<file path="src/rtl/irq_ctl_pkg.sv">
package irq_ctl_pkg;

    localparam int NSRC   = 5;
    localparam int NEDGE  = 3;
    localparam int REG_W  = 8;
    localparam int VEC_W  = 8;
    localparam int IDX_W  = $clog2(NSRC);
    localparam int VEC_STEP = 4;

    // bit positions inside the control registers
    localparam int MASTER_BIT = 0;
    localparam int EN_LO      = 1;
    localparam int FLAG_LO    = 4;
    localparam int R0_SRCS    = 3;   // sources 0..2 live in ctl0
    localparam int R1_SRCS    = NSRC - R0_SRCS;

    typedef enum logic [IDX_W-1:0] {
        SRC_EXT0 = 3'd0,
        SRC_EXT1 = 3'd1,
        SRC_CMP  = 3'd2,
        SRC_TMR0 = 3'd3,
        SRC_TMR1 = 3'd4
    } src_e;

    typedef struct packed {
        logic            master;
        logic [NSRC-1:0] en;
        logic [NSRC-1:0] flag;
    } irq_state_t;

    typedef struct packed {
        logic             valid;
        logic [IDX_W-1:0] idx;
        logic [VEC_W-1:0] vec;
    } irq_grant_t;

    // vector address grows with source index: 04,08,0C,10,14
    function automatic logic [VEC_W-1:0] src_vector(input logic [IDX_W-1:0] idx);
        return VEC_W'((int'(idx) + 1) * VEC_STEP);
    endfunction

endpackage

</file>
<file path="src/rtl/irq_edge_det.sv">
module irq_edge_det #(
    parameter int N = 3
) (
    input  logic         clk,
    input  logic         rst,
    input  logic [N-1:0] sig_in,
    output logic [N-1:0] fall
);
    logic [N-1:0] prev;

    // the previous value is tracked even in reset so no false edge appears
    always_ff @(posedge clk) begin
        prev <= sig_in;
    end

    for (genvar i = 0; i < N; i++) begin : g_edge
        assign fall[i] = prev[i] & ~sig_in[i];

        a_r2_fall_needs_low: assert property (@(posedge clk) disable iff (rst)
            fall[i] |-> !sig_in[i]);
        a_r2_fell_detected: assert property (@(posedge clk) disable iff (rst)
            $fell(sig_in[i]) |-> fall[i]);
    end

endmodule

</file>
<file path="src/rtl/irq_flag_regs.sv">
module irq_flag_regs
    import irq_ctl_pkg::*;
(
    input  logic             clk,
    input  logic             rst,
    input  logic [NSRC-1:0]  hw_set,
    input  logic             wr_en,
    input  logic             wr_sel,
    input  logic [REG_W-1:0] wr_data,
    input  logic             ack_fire,
    input  logic [IDX_W-1:0] ack_idx,
    output irq_state_t       st
);
    irq_state_t nxt;

    always_comb begin
        nxt = st;
        // lowest priority: software write
        if (wr_en) begin
            if (!wr_sel) begin
                nxt.master = wr_data[MASTER_BIT];
                for (int i = 0; i < R0_SRCS; i++) begin
                    nxt.en[i]   = wr_data[EN_LO + i];
                    nxt.flag[i] = wr_data[FLAG_LO + i];
                end
            end else begin
                for (int i = 0; i < R1_SRCS; i++) begin
                    nxt.en[R0_SRCS + i]   = wr_data[EN_LO + i];
                    nxt.flag[R0_SRCS + i] = wr_data[FLAG_LO + i];
                end
            end
        end
        // acknowledge overrides the write
        if (ack_fire) begin
            nxt.master        = 1'b0;
            nxt.flag[ack_idx] = 1'b0;
        end
        // hardware events override everything
        nxt.flag = nxt.flag | hw_set;
    end

    always_ff @(posedge clk) begin
        if (rst) st <= '0;
        else     st <= nxt;
    end

    for (genvar i = 0; i < NSRC; i++) begin : g_chk
        a_r11_hw_set_wins: assert property (@(posedge clk) disable iff (rst)
            hw_set[i] |=> st.flag[i]);
    end

    a_r8_master_cleared: assert property (@(posedge clk) disable iff (rst)
        ack_fire |=> !st.master);
    a_r8_flag_cleared: assert property (@(posedge clk) disable iff (rst)
        (ack_fire && !hw_set[ack_idx]) |=> !st.flag[$past(ack_idx)]);
    a_r9_flags_stick: assert property (@(posedge clk) disable iff (rst)
        (!wr_en && !ack_fire) |=> ((st.flag & $past(st.flag)) == $past(st.flag)));

endmodule

</file>
<file path="src/rtl/irq_arbiter.sv">
module irq_arbiter
    import irq_ctl_pkg::*;
(
    input  logic       clk,
    input  logic       rst,
    input  irq_state_t st,
    input  logic       stack_full,
    output irq_grant_t grant,
    output logic       wake
);
    logic [NSRC-1:0]  req;
    logic [IDX_W-1:0] pick;

    assign req = st.flag & st.en;

    // scan downward so the lowest index is left standing
    always_comb begin
        pick = '0;
        for (int i = NSRC - 1; i >= 0; i--) begin
            if (req[i]) pick = IDX_W'(i);
        end
    end

    assign grant.valid = st.master & (|req) & ~stack_full;
    assign grant.idx   = pick;
    assign grant.vec   = src_vector(pick);
    assign wake        = |req;

    a_r6_full_blocks: assert property (@(posedge clk) disable iff (rst)
        stack_full |-> !grant.valid);
    a_r5_master_gate: assert property (@(posedge clk) disable iff (rst)
        !st.master |-> !grant.valid);
    a_r7_lowest_wins: assert property (@(posedge clk) disable iff (rst)
        grant.valid |-> (req[grant.idx] &&
                         ((req & ((NSRC'(1) << grant.idx) - NSRC'(1))) == '0)));
    a_r10_wake_on_grant: assert property (@(posedge clk) disable iff (rst)
        grant.valid |-> wake);

endmodule

</file>
<file path="src/rtl/vec_irq_ctrl.sv">
module vec_irq_ctrl
    import irq_ctl_pkg::*;
(
    input  logic             clk,
    input  logic             rst,
    input  logic             ext0_n,
    input  logic             ext1_n,
    input  logic             cmp_out,
    input  logic             tmr0_ovf,
    input  logic             tmr1_ovf,
    input  logic             stack_full,
    input  logic             reg_wr_en,
    input  logic             reg_wr_sel,
    input  logic [REG_W-1:0] reg_wr_data,
    output logic [REG_W-1:0] ctl0_q,
    output logic [REG_W-1:0] ctl1_q,
    output logic             call_req,
    output logic [VEC_W-1:0] call_vec,
    input  logic             call_ack,
    output logic             wake
);
    logic [NEDGE-1:0] edge_in;
    logic [NEDGE-1:0] edge_fall;
    logic [NSRC-1:0]  hw_set;
    irq_state_t       st;
    irq_grant_t       grant;
    logic             ack_fire;

    assign edge_in = {cmp_out, ext1_n, ext0_n};

    irq_edge_det #(.N(NEDGE)) u_edge (
        .clk    (clk),
        .rst    (rst),
        .sig_in (edge_in),
        .fall   (edge_fall)
    );

    assign hw_set   = {tmr1_ovf, tmr0_ovf, edge_fall};
    assign ack_fire = call_ack & grant.valid;

    irq_flag_regs u_regs (
        .clk      (clk),
        .rst      (rst),
        .hw_set   (hw_set),
        .wr_en    (reg_wr_en),
        .wr_sel   (reg_wr_sel),
        .wr_data  (reg_wr_data),
        .ack_fire (ack_fire),
        .ack_idx  (grant.idx),
        .st       (st)
    );

    irq_arbiter u_arb (
        .clk        (clk),
        .rst        (rst),
        .st         (st),
        .stack_full (stack_full),
        .grant      (grant),
        .wake       (wake)
    );

    // register readback packing
    always_comb begin
        ctl0_q = '0;
        ctl1_q = '0;
        ctl0_q[MASTER_BIT] = st.master;
        for (int i = 0; i < R0_SRCS; i++) begin
            ctl0_q[EN_LO + i]   = st.en[i];
            ctl0_q[FLAG_LO + i] = st.flag[i];
        end
        for (int i = 0; i < R1_SRCS; i++) begin
            ctl1_q[EN_LO + i]   = st.en[R0_SRCS + i];
            ctl1_q[FLAG_LO + i] = st.flag[R0_SRCS + i];
        end
    end

    assign call_req = grant.valid;
    assign call_vec = grant.vec;

    a_r4_legal_vector: assert property (@(posedge clk) disable iff (rst)
        call_req |-> (call_vec inside {8'h04, 8'h08, 8'h0C, 8'h10, 8'h14}));
    a_r8_no_nesting: assert property (@(posedge clk) disable iff (rst)
        (call_req && call_ack) |=> !call_req);
    a_r12_unused_zero: assert property (@(posedge clk) disable iff (rst)
        (ctl0_q[7] == 1'b0) && ((ctl1_q & 8'hC9) == 8'h00));

endmodule

</file>
<file path="config.mk">
export PLATFORM = sky130hd
export DESIGN_NAME = vec_irq_ctrl
export DESIGN_NICKNAME = d
export VERILOG_FILES = /design/src/rtl/irq_ctl_pkg.sv /design/src/rtl/irq_edge_det.sv /design/src/rtl/irq_flag_regs.sv /design/src/rtl/irq_arbiter.sv /design/src/rtl/vec_irq_ctrl.sv
export SDC_FILE = /design/constraint.sdc
export NUM_CORES = 1
export LEC_CHECK = 0
export CAP_MARGIN = 20
export CORE_UTILIZATION = 35
export CTS_CLUSTER_SIZE = 40
export DETAILED_ROUTE_END_ITERATION = 10
export PLACE_DENSITY = 0.78
export SETUP_SLACK_MARGIN = 0.2
export SYNTH_ARGS = -nofsm -noshare
export SYNTH_HDL_FRONTEND = slang
export SYNTH_SLANG_ARGS = --single-unit
</file>
<file path="constraint.sdc">
create_clock -name clk -period 2 [get_ports clk]
set_clock_uncertainty 0.1 [all_clocks]
set_input_delay 0.6 -clock clk [delete_from_list [all_inputs] [get_ports clk]]
set_output_delay 0.6 -clock clk [all_outputs]
set_load 0.1 [all_outputs]
</file>
* After elaboration in Yosys (flattened, before gate mapping)
Cells that the tools add are included.
Widths: inputs -> output; s select.
** Storage, ports and cells
- Word-level logic and storage cells :: 39
- Input bits :: 19
- Flip-flop bits (word level) :: 14
- Output and inout port bits :: 26
** Operators by class
- Reductions and logical operators :: 5
- Order comparisons :: 2
- $add $sub $neg :: 1
- Mux-type cells :: 11
- Bitwise logic cells :: 15
** Operators with widths (count)
- $mux 3 :: 6
- $and 5x5->5 :: 2
- $mux 5 :: 2
- $and 1x1->1 :: 6
- $not 1->1 :: 5
- $not 5->5 :: 1
- $or 5x5->5 :: 1
- $reduce_or 5->1 :: 1
- $add 3x1->4 const B :: 1
- $lt 3x4->1 const B :: 1
- $reduce_and 2->1 :: 2
- $demux 1 s3 :: 1
- $ge 3x1->1 const B :: 1
- $mux 2 :: 1
- $reduce_or 2->1 :: 1
- $logic_and 1x1->1 :: 1
- $mux 1 :: 1

* Depth between registers and ports, before layout
Gate-level depths: netlist of the first run.
- Depth in word-level cells :: 14
- Gate-level depth with buffers :: 5
- Depth with buffers taken out :: 4

* Modules after synthesis
Synthesis of the first run repeated with hierarchy kept, for this count alone.
** Second synthesis, totals
- Cells, all modules :: 91
- Area total of the unflattened synthesis :: 793.3 um2
** Modules (own cells, without submodules)
- irq_flag_regs :: area an instance 506.7 um2, sequential area each 220.2 um2, times used 1, cells an instance 59
- irq_arbiter :: area an instance 137.6 um2, sequential area each 0.0 um2, times used 1, cells an instance 19
- irq_edge_det :: area an instance 101.3 um2, sequential area each 60.1 um2, times used 1, cells an instance 6
- vec_irq_ctrl :: area an instance 47.5 um2, sequential area each 0.0 um2, times used 1, cells an instance 7

* Worst setup path before layout of the first run
No wires, ideal clock.
- Kind :: register to output
- Start :: register, netlist name u_regs.st[1]
- End :: output call_vec[3]
- Setup slack :: -2146 ps
- Data required time :: 1300 ps
- Cell stages (with the launch flop) :: 3
- Buffers on the path :: 0
- Arrival :: 3446 ps
- Path through :: dfxtp_1 > nand2_1 > a21boi_0
** On the way
- Cells in the longest elaborated chain, start to end :: 4
** RTL lines
- $and 5x5->5 :: RTL line irq_arbiter.sv:14 : assign req = st.flag & st.en;
- $mux 3 (2 in series) :: RTL line irq_arbiter.sv:20 : if (req[i]) pick = IDX_W'(i);
- $add 3x1->4 :: RTL line irq_ctl_pkg.sv:39 : return VEC_W'((int'(idx) + 1) * VEC_STEP);
- to (decl) :: RTL line vec_irq_ctrl.sv:18 : output logic [VEC_W-1:0] call_vec,
Every way passes these cells.

* Final worst setup path of the first run
- Start :: register, netlist name u_regs.st[4]
- End :: output call_req
** On the way
- Cells in the longest elaborated chain, start to end :: 4
** RTL lines
- $and 5x5->5 :: RTL line irq_arbiter.sv:14
- $reduce_or 5->1 :: RTL line irq_arbiter.sv:24 : assign grant.valid = st.master & (|req) & ~stack_full;
- $and 1x1->1 (2 in series) :: RTL line irq_arbiter.sv:24
- to (decl) :: RTL line vec_irq_ctrl.sv:17 : output logic call_req,
Every way passes these cells.

==> key figures, run 1 <==
Global routing
  • Via count of the first global-routing pass: about 700
  • Met1 Usage GRT: 0.253
  • Global routing's busiest layer: met2
  • Grt met2 use: 0.323
  • Initial antenna violation count: 0
  • Overall routing resource usage: 0.201
  • Grt met3 use: 0.0423
  • Overflow after GRT: 0
  • Largest net degree at the start of global routing: 12
  • First-pass GRT wire length: around 3.1 mm

Synthesis
  • Cells after Synth: 80
  • Synth Area in XOR/XNOR: 0
  • Post-synth ARST share: 0
  • Distinct cells, synth: 29
  • Sequential area share after synthesis: 0.392
  • Largest family of logic cells by synthesized area: simple AND/OR/NAND/NOR gates
  • Post-Synth Simple-Gate Area: 0.231
  • Synth Cell Area: between 700 and 800 sq um
  • Ys Warns: 0
  • Multiplexer share of the synthesized area: 0.0997
  • Compound-Gate Fraction of Synth Area: 0.142
  • Main synth FF type: dfxtp_1
  • Synthesized area per cell: approximately 8.9 sq um
  • Post-synth EDFFs: 0
  • Synth Area in Adders: 0
  • Synth Register Bits: 14

Die
  • Die height: roughly 47 microns
  • Die extent in x: approximately 47 microns
  • Site row count: 15
  • Starting Density: 0.393
  • Core area: around 1800 sq um
  • Num ports: 45
  • Die outline area: between 2000 and 2500 sq um

Setup path
  • Setup CP Type: flip-flop to output pin
  • WP data required: ~1.3 ns
  • Crit-path max FO: 4
  • CP arrival: ~1.4 ns
  • Critical Path Sink Type: output pin
  • Flop-to-flop setup slack: slightly below 0.7 ns
  • CP startpoint kind: flip-flop

STA
  • Unrepaired setup endpoints after global routing: yes
  • Worst setup margin: -0.0995 ns
  • FMAX: between 400 and 500 MHz
  • Max-slew violations: 0
  • Period minus WS final: ~2.1 ns
  • Setup violations, final: 2
  • Final Hold Vio Count: 0
  • Period utilisation layout: 1.05

Detailed routing
  • DRC: 0
  • Pre-antenna DRT Iters: 4
  • Via/cell ratio: roughly 5.0
  • Via count: 797
  • Final wirelength: 2.37 mm
  • Routed Antenna Nets: 0
  • DRT iter0 DRCs: 35
  • Post-DR wirelength/cell: 14.9 microns

Place
  • # port buffers: 33
  • Cells after DPL: ~140
  • Pre-CTS WS: -0.190 ns
  • Area after DPL: 1290 sq um
  • Detail Placement HPWL: between 1 and 1.5 mm
  • Routability cong.: 0.807

Pwr
  • Pwr Total: a little over 900 uW
  • Pwr/cell area: 615 nW/um^2
  • Pleak: approximately 0.66 nW
  • Worst vdd ir: a little over 0.4 mV

Finish
  • Final instance area: approximately 1500 sq um
  • Final Non-Filler Cells: between 150 and 200
  • Layout area overhead: 111%
  • Filler cell count: 107
  • Layout cell share with drive strength beyond 1: 0.485
  • N_diodes: 0
  • Layout Nets: around 150

Clocking
  • Clock transition at path regs: about 0.09 ns
  • Clock latency on the worst-skew pair: approximately 0.29 ns
  • CTS H-Tree Depth: 1
  • Sink Count: 14
  • CTS tree: done
  • Clock Tree Root: clkbuf_4
  • CTS Buf Count: 3
  • Bufs on Longest Clock Path: 2

Min path
  • Worst Hold Class: flip-flop to flip-flop

Outcome
  • Status: finished with violations
  • Failing checks: negative setup slack

Job
  • Max cap viols: 0
[logic make-up (layout without fill, tap and decap cells)]
family | count (synthesis) | in the layout
buf+inv | 13 | 58
mux | 7 | 7
compound gates | 15 | 15
other cells | 1 | 10
simple gates | 30 | 30
flops | 14 | 14
[where the power goes]
group | internal, mW | total [mW] | switching [mW]
Sequential | 0.293 | 0.320 | 0.0270
Combinational | 0.150 | 0.430 | 0.280
Clock | 0.0777 | 0.178 | 0.101
[timing repair]
action                                  in CTS  in global routing
endpoints found under the setup margin       5                  5
pin swaps                                    6                  8
hold buffers                                 0                  0
setup buffers                                4                  9
gates cloned                                 0                  0
resized for setup                           12                  9
[worst max-delay path, stage by stage (launching register included)]
cell     delay (ns)
dfxtp_4        0.37
a22oi_2        0.21
nand4_1        0.15
and3b_4        0.22
buf_12         0.16
[sequential cells by signal, indices dropped and copies added (netlist names)]
register and cells:
u_regs.st 11, u_edge.prev 3
[area by class of cell]
class                           instances  area, sq um  area share
Tap cell                               25         31.3      0.0207
Timing Repair Buffer                   53          654       0.434
Clock buffer                            4         26.3      0.0174
Inverter                                1         3.75     0.00249
Multi-Input combinational cell         62          474       0.314
Sequential cell                        14          319       0.211
[per-layer routing]
metal	part of all wire	wire length (microns)
met2	0.53	1260
met3	0.050	119
met4	0.016	37
met1	0.40	953
met5	0	0
[placed cells by master (no fill, tap or decap), types with 2 or more instances in the layout]
master and n:
clkdlybuf4s50_1 16, dfxtp_1 3, clkbuf_4 3, nand4_1 2, dfxtp_4 10, nor2_1 3
buf_4 16, buf_12 16, mux2i_1 6, a21oi_1 6, buf_6 4, nand2_1 4
nand2b_1 3, nand3_4 2, conb_1 10, a211oi_1 2, nand3_1 2, nand2_4 4
[synthesized netlist by cell type, types with 2 or more instances]
cell type | n | area share
a211oi_1 | 2 | 0.021
a21oi_1 | 6 | 0.042
and3b_1 | 2 | 0.024
buf_4 | 10 | 0.10
dfxtp_1 | 14 | 0.39
mux2i_1 | 6 | 0.084
nand2_1 | 9 | 0.047
nand2b_1 | 3 | 0.026
nand3_1 | 4 | 0.028
nand4_1 | 2 | 0.017
nor2_1 | 4 | 0.021
[per-stage QoR]
step,hold slack (ns),setup TNS [ns],utilization
global route,0.373,-0.229,0.829
detailed placement,0.336,-0.258,0.710
global placement,0.333,-0.206,0.710
finish,0.353,-0.160,0.829
floorplan,0.325,-2.80,-
CTS,0.352,-0.172,0.764
[final timing paths]
kind | startpoint | end | cells past startpoint
worst max-delay path | u_regs.st[4] | call_req | 4
worst min-delay path | u_edge.prev[2] | u_regs.st[2] | 2
worst max register to register | u_regs.st[4] | u_regs.st[10] | 4
worst min register to register | u_edge.prev[2] | u_regs.st[2] | 2
(Power assumes the default switching activity.)
==> run 2: changes to the inputs <==
--- a/config.mk
+++ b/config.mk
@@ -6,10 +6,11 @@
 export NUM_CORES = 1
 export LEC_CHECK = 0
 export CAP_MARGIN = 20
-export CORE_UTILIZATION = 35
+export CORE_ASPECT_RATIO = 1.25
+export CORE_UTILIZATION = 32
 export CTS_CLUSTER_SIZE = 40
 export DETAILED_ROUTE_END_ITERATION = 10
-export PLACE_DENSITY = 0.78
+export PLACE_DENSITY = 0.75
 export SETUP_SLACK_MARGIN = 0.2
 export SYNTH_ARGS = -nofsm -noshare
 export SYNTH_HDL_FRONTEND = slang
==> constraint.sdc (replaced) <==
create_clock -name clk -period 1.8 [get_ports clk]
set_clock_uncertainty 0.1 [all_clocks]
set_input_delay 0.54 -clock clk [delete_from_list [all_inputs] [get_ports clk]]
set_output_delay 0.54 -clock clk [all_outputs]
set_load 0.1 [all_outputs]
==> run 2 against run 1 <==
The flow still finishes with violations (negative setup slack). Sequential power up 8.7%. Count of clock-buffer cells in the layout unchanged. Critical path depth unchanged. Die area up 9.0%. Worst hold slack better by 0.0068 ns. Sequential share of layout area down 1.0 points. First-iteration DRC count down 51%. Power up 14%. Critical path type unchanged. Highest routed layer unchanged. Routed wire length up 12%. Final area up 5.0%. Final cell count up 7.5%.
==> key figures, run 2 (synthesis results as in run 1) <==
Outcome
  • Status: finished with violations
  • Failing checks: negative setup slack

Place
  • # port buffers: 33
  • Cells after DPL: 150
  • Detail Placement HPWL: 1.54 mm
  • Routability cong.: 0.887
  • Pre-CTS WS: -0.287 ns

Pwr
  • Internal power: roughly 600 uW
  • Pwr/cell area: between 600 and 700 nW/um^2
  • Sw Share: 0.436
  • Sw Pwr: between 400 and 500 uW
  • Clk network pwr share: 0.186
  • Seq pwr share: 0.328
  • Worst vdd ir: 0.493 mV
  • Pleak: approximately 0.7 nW
  • Logic pwr share: 0.486

Detailed routing
  • Via/cell ratio: 4.95
  • DRT iter0 DRCs: 17
  • Post-DR wirelength/cell: ~16 microns
  • DRC: 0
  • Pre-antenna DRT Iters: 4
  • Routed Antenna Nets: 0
  • Final wirelength: 2.65 mm
  • Via count: 846

Global routing
  • First-pass GRT wire length: around 3.7 mm
  • Via count of the first global-routing pass: between 800 and 900
  • Overflow after GRT: 0
  • Largest net degree at the start of global routing: 12
  • Initial antenna violation count: 0
  • Overall routing resource usage: 0.220

Finish
  • N_diodes: 0
  • Most frequent cells in the layout: buf_4 (19), buf_12 (16), clkdlybuf4s50_1 (14)
  • Max reg flops: 11
  • Filler cell count: about 140
  • Final Non-Filler Cells: 171
  • Biggest regs: u_regs.st x11, u_edge.prev x3
  • Layout Nets: approximately 160
  • Most common cell after layout, fill and taps aside: buf_4
  • Layout area overhead: 121%
  • Top reg by flops: u_regs.st
  • Layout cell share with drive strength beyond 1: 0.532

STA
  • FMAX: slightly below 500 MHz
  • Max-slew violations: 0
  • Final Hold Vio Count: 0
  • Period minus WS final: ~2.0 ns
  • Unrepaired setup endpoints after global routing: yes
  • Hold Slack: roughly 0.36 ns
  • Worst setup margin: -0.211 ns
  • Period utilisation layout: 1.12
  • Setup violations, final: 4

Die
  • Die extent in x: ~44 microns
  • Num ports: 45
  • Site row count: 18
  • Starting Density: 0.349
  • Core area: about 2000 sq um
  • Die outline area: roughly 2400 sq um
  • Die height: about 55 microns

Setup path
  • CP arrival: 1.37 ns
  • Crit-path max FO: 4
  • Setup CP Type: flip-flop to output pin
  • Critical Path Sink Type: output pin
  • CP startpoint kind: flip-flop
  • WP data required: approximately 1.2 ns

Clocking
  • Clock Tree Root: clkbuf_4
  • Bufs on Longest Clock Path: 2
  • Sink Count: 14
  • CTS Buf Count: 3
  • Post-CTS Hold Fix Bufs: 0
  • Clock latency on the worst-skew pair: between 0.2 and 0.3 ns
  • Clock transition at path regs: around 0.080 ns
  • CTS tree: done
  • CTS H-Tree Depth: 1

Min path
  • Worst Hold Class: flip-flop to flip-flop

Job
  • Max cap viols: 0
## run 2: per-layer routing
layer	global-route usage	part of all wire	up-vias
li1	-	-	386
met2	0.441	0.56	42
met1	0.227	0.37	409
met4	0.0909	0.030	0
met3	0.0231	0.046	9
met5	0	0	-
## run 2: worst max-delay path, stage by stage, from the launching register on
cell	delay (ns)
dfxtp_4	0.36
a22oi_2	0.21
nand4_1	0.14
and3b_4	0.21
buf_12	0.16
## run 2: worst paths after layout
path | slack, ns | start | end | depth (start not counted)
max | -0.21 | u_regs.st[4] | call_req | 4
min | 0.36 | u_edge.prev[2] | u_regs.st[2] | 2
max reg2reg | 0.49 | u_regs.st[0] | u_regs.st[2] | 5
min reg2reg | 0.36 | u_edge.prev[2] | u_regs.st[2] | 2
## run 2: final cells by class
class / instances / area (sq um) / area share
multi-input cells: 62 / 478 / 0.302
inverters: 1 / 3.75 / 0.00237
clock buffers: 4 / 26.3 / 0.0166
repair buffers: 60 / 719 / 0.454
well taps: 30 / 37.5 / 0.0237
flip-flops and latches: 14 / 319 / 0.201
## run 2: per-stage QoR
| step | setup TNS, ns | power, mW | util | area [sq um] |
|---|---|---|---|---|
| 6_report | -0.546 | 1.06 | 0.773 | 1580 |
| 5_1_grt | -0.738 | 1.09 | 0.773 | 1580 |
| 4_1_cts | -0.408 | 1.02 | 0.711 | 1460 |
| 3_5_place_dp | -1.45 | 0.804 | 0.645 | 1320 |
| 3_3_place_gp | -1.18 | 0.799 | 0.645 | 1320 |
| 2_1_floorplan | -3.56 | 0.658 | - | 808 |
## run 2: power by group through the flow
stage	clock [mW]	sequential [mW]	combinational [mW]
2_1_floorplan	0	0.460	0.198
3_3_place_gp	0	0.356	0.443
3_5_place_dp	0	0.358	0.447
4_1_cts	0.198	0.349	0.471
5_1_grt	0.212	0.350	0.531
6_report	0.197	0.348	0.515
## run 2: repair_timing
item,CTS,global route
pin swaps,6,7
setup endpoints to repair,12,13
gates cloned,0,0
buffers inserted,6,11
resized for setup,19,9
